`src/rtl/scl_tim_pkg.sv`:
```
package scl_tim_pkg;

  localparam int FIELD_W = 16;
  localparam int CNT_W   = FIELD_W + 1;

  typedef enum logic [1:0] {
    PH_IDLE = 2'd0,
    PH_LOW  = 2'd1,
    PH_HIGH = 2'd2
  } phase_e;

  // Unit length in cycles; a zero divider is used as one.
  function automatic logic [CNT_W-1:0] unit_cycles(input logic [FIELD_W-1:0] baud);
    unit_cycles = (baud == '0) ? CNT_W'(1) : {1'b0, baud};
  endfunction

  // Number of units in the low phase for a given speed code.
  function automatic logic [1:0] low_units(input logic [1:0] mode);
    case (mode)
      2'd1, 2'd3: low_units = 2'd2;
      default:    low_units = 2'd1;
    endcase
  endfunction

  // Low phase length in cycles; unit never exceeds 16 significant bits.
  function automatic logic [CNT_W-1:0] low_cycles(input logic [CNT_W-1:0] unit,
                                                  input logic [1:0] units);
    low_cycles = (units == 2'd2) ? {unit[CNT_W-2:0], 1'b0} : unit;
  endfunction

  // Index of the launch cycle inside the low phase, clamped to the last cycle.
  function automatic logic [CNT_W-1:0] launch_index(input logic [FIELD_W-1:0] setup,
                                                    input logic [CNT_W-1:0] low_len);
    logic [CNT_W-1:0] want;
    logic [CNT_W-1:0] last;
    want = {1'b0, setup} + CNT_W'(1);
    last = low_len - CNT_W'(1);
    launch_index = (want < last) ? want : last;
  endfunction

endpackage

```
`src/rtl/scl_cfg_decode.sv`:
```
module scl_cfg_decode
  import scl_tim_pkg::*;
(
  input  logic [1:0]       speed_mode,
  input  logic [31:0]      baud_cfg,
  input  logic [31:0]      setup_cfg,
  output logic [CNT_W-1:0] unit_len,
  output logic [CNT_W-1:0] low_len,
  output logic [CNT_W-1:0] launch_idx
);

  logic [FIELD_W-1:0] baud_lo;
  logic [FIELD_W-1:0] setup_hi;
  logic               unused_fields;

  assign baud_lo       = baud_cfg[FIELD_W-1:0];
  assign setup_hi      = setup_cfg[31:FIELD_W];
  assign unused_fields = ^{baud_cfg[31:FIELD_W], setup_cfg[FIELD_W-1:0]};

  assign unit_len   = unit_cycles(baud_lo);
  assign low_len    = low_cycles(unit_len, low_units(speed_mode));
  assign launch_idx = launch_index(setup_hi, low_len);

endmodule

```
`src/rtl/scl_phase_fsm.sv`:
```
module scl_phase_fsm
  import scl_tim_pkg::*;
(
  input  logic             clk,
  input  logic             rst_n,
  input  logic             enable,
  input  logic             scl_in,
  input  logic [CNT_W-1:0] unit_len,
  input  logic [CNT_W-1:0] low_len,
  output phase_e           phase,
  output logic             enter_low,
  output logic             fall_stb,
  output logic             rise_stb,
  output logic             stretch
);

  phase_e           phase_q, phase_n;
  logic [CNT_W-1:0] cnt_q, cnt_n;
  logic [CNT_W-1:0] unit_q, low_q;
  logic             low_done, high_done;

  assign low_done  = (cnt_q == low_q - CNT_W'(1));
  assign high_done = scl_in && (cnt_q == unit_q - CNT_W'(1));

  always_comb begin
    phase_n   = phase_q;
    cnt_n     = cnt_q;
    enter_low = 1'b0;
    if (!enable) begin
      phase_n = PH_IDLE;
      cnt_n   = '0;
    end else begin
      case (phase_q)
        PH_IDLE: begin
          phase_n   = PH_LOW;
          cnt_n     = '0;
          enter_low = 1'b1;
        end
        PH_LOW: begin
          if (low_done) begin
            phase_n = PH_HIGH;
            cnt_n   = '0;
          end else begin
            cnt_n = cnt_q + CNT_W'(1);
          end
        end
        PH_HIGH: begin
          if (high_done) begin
            phase_n   = PH_LOW;
            cnt_n     = '0;
            enter_low = 1'b1;
          end else if (scl_in) begin
            cnt_n = cnt_q + CNT_W'(1);
          end
        end
        default: begin
          phase_n = PH_IDLE;
          cnt_n   = '0;
        end
      endcase
    end
  end

  always_ff @(posedge clk) begin
    if (!rst_n) begin
      phase_q <= PH_IDLE;
      cnt_q   <= '0;
      unit_q  <= CNT_W'(1);
      low_q   <= CNT_W'(1);
    end else begin
      phase_q <= phase_n;
      cnt_q   <= cnt_n;
      if (enter_low) begin
        unit_q <= unit_len;
        low_q  <= low_len;
      end
    end
  end

  assign phase    = phase_q;
  assign fall_stb = (phase_q == PH_LOW) && (cnt_q == '0);
  assign rise_stb = (phase_q == PH_HIGH) && (cnt_q == '0) && scl_in;
  assign stretch  = (phase_q == PH_HIGH) && !scl_in;

  AST_STRETCH_NO_DRIVE: assert property (@(posedge clk) disable iff (!rst_n)
    stretch |=> (phase_q != PH_LOW));
  AST_STRETCH_FREEZE: assert property (@(posedge clk) disable iff (!rst_n)
    (stretch && enable) |=> (cnt_q == $past(cnt_q)));
  AST_DISABLE_IDLE: assert property (@(posedge clk) disable iff (!rst_n)
    !enable |=> (phase_q == PH_IDLE && cnt_q == '0));
  AST_LOW_WINDOW: assert property (@(posedge clk) disable iff (!rst_n)
    (phase_q == PH_LOW) |-> (cnt_q < low_q));

endmodule

```
`src/rtl/scl_setup_timer.sv`:
```
module scl_setup_timer
  import scl_tim_pkg::*;
(
  input  logic             clk,
  input  logic             rst_n,
  input  phase_e           phase,
  input  logic             enter_low,
  input  logic [CNT_W-1:0] launch_idx,
  output logic             launch
);

  logic [CNT_W-1:0] stp_q;
  logic [CNT_W-1:0] idx_q;

  always_ff @(posedge clk) begin
    if (!rst_n) begin
      stp_q <= '0;
      idx_q <= '0;
    end else if (enter_low) begin
      stp_q <= '0;
      idx_q <= launch_idx;
    end else if (phase == PH_LOW && stp_q != '1) begin
      stp_q <= stp_q + CNT_W'(1);
    end
  end

  assign launch = (phase == PH_LOW) && (stp_q == idx_q);

  AST_SINGLE_LAUNCH: assert property (@(posedge clk) disable iff (!rst_n)
    launch |=> !launch);

endmodule

```
`src/rtl/scl_timing_gen.sv`:
```
module scl_timing_gen
  import scl_tim_pkg::*;
(
  input  logic        clk,
  input  logic        rst_n,
  input  logic        enable,
  input  logic [1:0]  speed_mode,
  input  logic [31:0] baud_cfg,
  input  logic [31:0] setup_cfg,
  input  logic        scl_in,
  output logic        scl_low,
  output logic        scl_fall_stb,
  output logic        scl_rise_stb,
  output logic        data_launch,
  output logic        stretch_active
);

  logic [CNT_W-1:0] unit_len, low_len, launch_idx;
  phase_e           phase;
  logic             enter_low;

  scl_cfg_decode u_decode (
    .speed_mode (speed_mode),
    .baud_cfg   (baud_cfg),
    .setup_cfg  (setup_cfg),
    .unit_len   (unit_len),
    .low_len    (low_len),
    .launch_idx (launch_idx)
  );

  scl_phase_fsm u_fsm (
    .clk       (clk),
    .rst_n     (rst_n),
    .enable    (enable),
    .scl_in    (scl_in),
    .unit_len  (unit_len),
    .low_len   (low_len),
    .phase     (phase),
    .enter_low (enter_low),
    .fall_stb  (scl_fall_stb),
    .rise_stb  (scl_rise_stb),
    .stretch   (stretch_active)
  );

  scl_setup_timer u_setup (
    .clk        (clk),
    .rst_n      (rst_n),
    .phase      (phase),
    .enter_low  (enter_low),
    .launch_idx (launch_idx),
    .launch     (data_launch)
  );

  assign scl_low = (phase == PH_LOW);

  AST_UNIT_NONZERO: assert property (@(posedge clk) disable iff (!rst_n)
    unit_len != '0);
  AST_STROBE_EXCL: assert property (@(posedge clk) disable iff (!rst_n)
    !(scl_fall_stb && scl_rise_stb));

endmodule

```
`config.mk`:
```
export PLATFORM = sky130hd
export DESIGN_NAME = scl_timing_gen
export DESIGN_NICKNAME = d
export VERILOG_FILES = /design/src/rtl/scl_tim_pkg.sv /design/src/rtl/scl_cfg_decode.sv /design/src/rtl/scl_phase_fsm.sv /design/src/rtl/scl_setup_timer.sv /design/src/rtl/scl_timing_gen.sv
export SDC_FILE = /design/constraint.sdc
export NUM_CORES = 1
export LEC_CHECK = 0
export CELL_PAD_IN_SITES_DETAIL_PLACEMENT = 1
export CELL_PAD_IN_SITES_GLOBAL_PLACEMENT = 2
export CORE_MARGIN = 5
export CORE_UTILIZATION = 38
export CTS_CLUSTER_DIAMETER = 50
export DETAILED_ROUTE_END_ITERATION = 16
export DONT_BUFFER_PORTS = 1
export PLACE_DENSITY_LB_ADDON = 0.05
export SETUP_SLACK_MARGIN = 0.4
export SKIP_CTS_REPAIR_TIMING = 1
export SYNTH_ARGS = -nofsm -noshare
export SYNTH_HDL_FRONTEND = slang
export SYNTH_SLANG_ARGS = --single-unit
```
`constraint.sdc`:
```
create_clock -name clk -period 7.2 [get_ports clk]
set_input_delay 1.44 -clock clk [delete_from_list [all_inputs] [get_ports clk]]
set_output_delay 1.44 -clock clk [all_outputs]
set_load 0.03 [all_outputs]
```
==> impl_metrics.py <==
metrics = {
    "floorplanning": {
        "die_w_um": 146,
        "num_rows": 49,
        "start_util_pct": 38.9,
        "die_y_um": 146,
        "die_area_um2": 21300,
        "io_pins": 75,
        "core_um2": 18100,
    },
    "timing": {
        "worstMarginPinSlew_ns": 1.24,
        "hold_slack_ns": 0.497,
        "setup_viol": 0,
        "skew_ns": 0.00712,
        "period_share_pct": 79.2,
        "max_slew_margin_pct": 17.2,
        "rsz0062_at_grt": "no",
        "fmax_mhz": 175,
        "slew_violations": 0,
        "finalSetupTns_ns": 0,
        "fin_crit_ns": 5.70,
        "hold_viol": 0,
    },
    "place": {
        "gp_congestion": 0.898,
        "numPortBuffers": 0,
        "hpwl_um": 17600,
    },
    "route": {
        "wl_um": 23300,
        "vias": 6768,
        "drcViolationCount": 0,
        "postRouteAntennaNets": 0,
        "wl_per_cell_um": 20.8,
        "viasPerCell": 6.05,
        "dr.pass1.iters": 4,
        "drtIter0Drc": 322,
    },
    "synthesis": {
        "syn_nets": 1038,
        "synth-seq-cells": 86,
        "synth_area_um2": 7030,
        "ys_dominant_reg_cell": "dfxtp_1",
        "synth.avg_cell_area_um2": 7.48,
        "async_reset_ff_share_pct": 0,
        "netlist_instances": 940,
        "synth_seq_area_share_pct": 24.5,
        "synth_edf_count": 0,
        "ys_warn_count": 0,
        "ys_types": 69,
    },
    "setup_path": {
        "crit_path_start": "baud_cfg[3]",
        "path_max_fanout": 22,
        "cp-end-kind": "flip-flop",
        "worstPathArrival_ns": 5.89,
        "r2r-start": "u_fsm.unit_q[0]",
        "critPathLaunchType": "primary input",
        "required_ns": 7.39,
        "setup.worst_path.class": "primary input to flip-flop",
    },
    "clocking": {
        "cts.sinks": 86,
        "cts-htree-levels": 3,
        "cts_root_buf": "clkbuf_16",
        "cts_buffer_depth": 2,
        "cts_tree": "yes",
        "clk_latency_ns": 0.35,
        "cts_made_buffers": 9,
        "path_clk_slew_ns": 0.07,
    },
    "layout": {
        "area_growth_pct": 5.27,
        "nNetsFinal": 982,
        "n_antenna_cell": 0,
        "drive_gt1_share_pct": 5.40,
    },
    "power_and_ir_drop": {
        "p_leak_nw": 2.70,
        "ir_drop_mv": 0.118,
        "power_per_cell_area_nw_per_um2": 177,
    },
    "outcome": {
        "status": "finished clean",
    },
    "min_path": {
        "min_path_type": "flip-flop to flip-flop",
        "min_from": "u_setup.idx_q[14]",
    },
    "grt": {
        "grt_pass1_vias": 7090,
        "grt_max_degree": 64,
        "grt-ovfl-total": 0,
        "antenna_found_initial": 0,
        "track_usage_pct": 21.6,
        "grt_first_pass_wirelength_um": 37900,
    },
    "flow_run": {
        "max_cap_violations": 0,
    },
}
==> final cells by class <==
| cell class | count | area (um^2) |
|---|---|---|
| Tap cell | 229 | 287 |
| Multi-Input combinational cell | 736 | 4860 |
| Clock buffer | 9 | 225 |
| Timing Repair Buffer | 8 | 60.1 |
| Fill cell | 2206 | 10700 |
| Sequential cell | 86 | 1720 |
| Clock inverter | 7 | 90.1 |
| Inverter | 43 | 161 |
==> kinds of logic after synthesis <==
kind of cell / Yosys count / share of synthesized area, %
AO/OA/AOI/OAI: 257 / 24.2
multiplexers: 10 / 1.48
adder cells (fa/ha/maj): 28 / 4.98
flip-flops: 86 / 24.5
AND/OR/NAND/NOR: 347 / 26.0
buffers and inverters: 118 / 6.92
XOR/XNOR: 94 / 11.9
==> final timing paths <==
kind                             to  slack (ns)  depth (start not counted)
hold reg to reg   u_setup.idx_q[14]        0.50                          2
hold / removal    u_setup.idx_q[14]        0.50                          2
setup / recovery  u_setup.idx_q[13]        1.50                         19
setup reg to reg   u_setup.idx_q[1]        2.95                         11
==> per-layer routing <==
| metal | up-vias | routed length, um | global-route usage [%] |
|---|---|---|---|
| li1 | 3303 | - | - |
| met1 | 3331 | 10300 | 26.9 |
| met2 | 98 | 11800 | 38.4 |
| met3 | 36 | 621 | 3.01 |
| met4 | 0 | 576 | 7.15 |
| met5 | - | 0 | 0 |
==> where the power goes <==
group | leakage [nW] | internal, mW | switching [mW]
clock | 0.147 | 0.277 | 0.226
sequential | 0.702 | 0.498 | 0.0342
combinational | 1.85 | 0.115 | 0.163
total | 2.70 | 0.890 | 0.423
==> placed cells by master, fill, tap and decap left out, drive strengths merged, types with 4 or more instances in the layout <==
cell | Yosys | layout
a311oi | 7 | 7
or4 | 8 | 8
nand2b | 6 | 6
nor4b | 4 | 4
a21o | 13 | 13
a211oi | 7 | 7
nor4 | 30 | 30
ha | 28 | 28
xnor2 | 47 | 47
nor3 | 30 | 30
dfxtp | 86 | 86
o2111ai | 5 | 5
clkbuf | 57 | 9
inv | 43 | 46
xor2 | 46 | 46
buf | 18 | 8
o211ai | 42 | 42
or2 | 6 | 6
o21ai | 45 | 45
nand3 | 43 | 43
nor2 | 80 | 80
o22ai | 5 | 5
nand2 | 56 | 56
nor2b | 13 | 13
and2 | 17 | 17
a22oi | 15 | 15
nor3b | 7 | 7
or3 | 5 | 5
nand4 | 22 | 22
mux2i | 7 | 7
a31oi | 17 | 17
a21oi | 70 | 70
and3 | 13 | 13
==> stage by stage <==
step	power [mW]	instances	setup slack [ns]	util, %	instance area (um^2)
5_1_grt	1.38	1118	1.18	40.9	7400
2_1_floorplan	0.766	940	1.53	-	7030
3_5_place_dp	0.821	1102	1.11	39.2	7090
3_3_place_gp	0.810	1102	1.25	39.2	7090
6_report	1.31	1118	1.50	40.9	7400
4_1_cts	1.33	1118	1.47	40.9	7400
==> cell usage after synthesis, types with 4 or more instances <==
library cell | count | share of area, %
and2_1 | 17 | 1.5
nand4_1 | 22 | 2.0
o2111ai_1 | 5 | 0.62
mux2i_1 | 7 | 1.0
a22oi_1 | 15 | 1.6
o21ai_1 | 35 | 2.5
nor2b_1 | 13 | 1.2
or4_1 | 7 | 0.75
buf_1 | 4 | 0.21
a31oi_1 | 17 | 1.5
nor3b_1 | 7 | 0.75
nand2b_1 | 6 | 0.53
nand3_1 | 43 | 3.1
nor3_1 | 30 | 2.1
xnor2_1 | 47 | 5.9
a311oi_1 | 7 | 0.87
and3_1 | 13 | 1.2
o21ai_0 | 9 | 0.64
a211oi_1 | 7 | 0.75
or3_1 | 5 | 0.44
nor4_1 | 27 | 2.4
nor2_1 | 80 | 4.3
a21o_1 | 13 | 1.4
clkbuf_1 | 57 | 3.0
xor2_1 | 46 | 5.7
o22ai_1 | 5 | 0.44
nand2_1 | 56 | 3.0
o211ai_1 | 42 | 4.5
inv_1 | 42 | 2.2
a21oi_1 | 69 | 4.9
or2_2 | 6 | 0.53
ha_1 | 28 | 5.0
buf_2 | 8 | 0.57
dfxtp_1 | 86 | 24
==> flip-flops by register name, indices dropped and copies added (netlist names) <==
signal and cells:
u_fsm.unit_q 16, u_setup.idx_q 17, u_fsm.low_q 17, u_setup.stp_q 17
u_fsm.phase 2, u_fsm.cnt_q 17
==> worst max-delay path: stages <==
cell and delay, ns:
nor2_1 0.04, nand4_1 0.13, o31a_1 0.23, nor2_1 0.06, a21oi_1 0.19, ha_1 0.25, nor4b_1 0.46, nand4b_1 0.36
nor3_1 0.37, xnor2_1 0.11, o22a_1 0.22, ha_1 0.31, nand4_1 0.16, a2111oi_0 0.57, a221oi_2 0.13, buf_4 0.23
and2_1 0.17, o211ai_1 0.33, a21oi_1 0.12
Note: power is estimated with default switching activity, not from simulation.
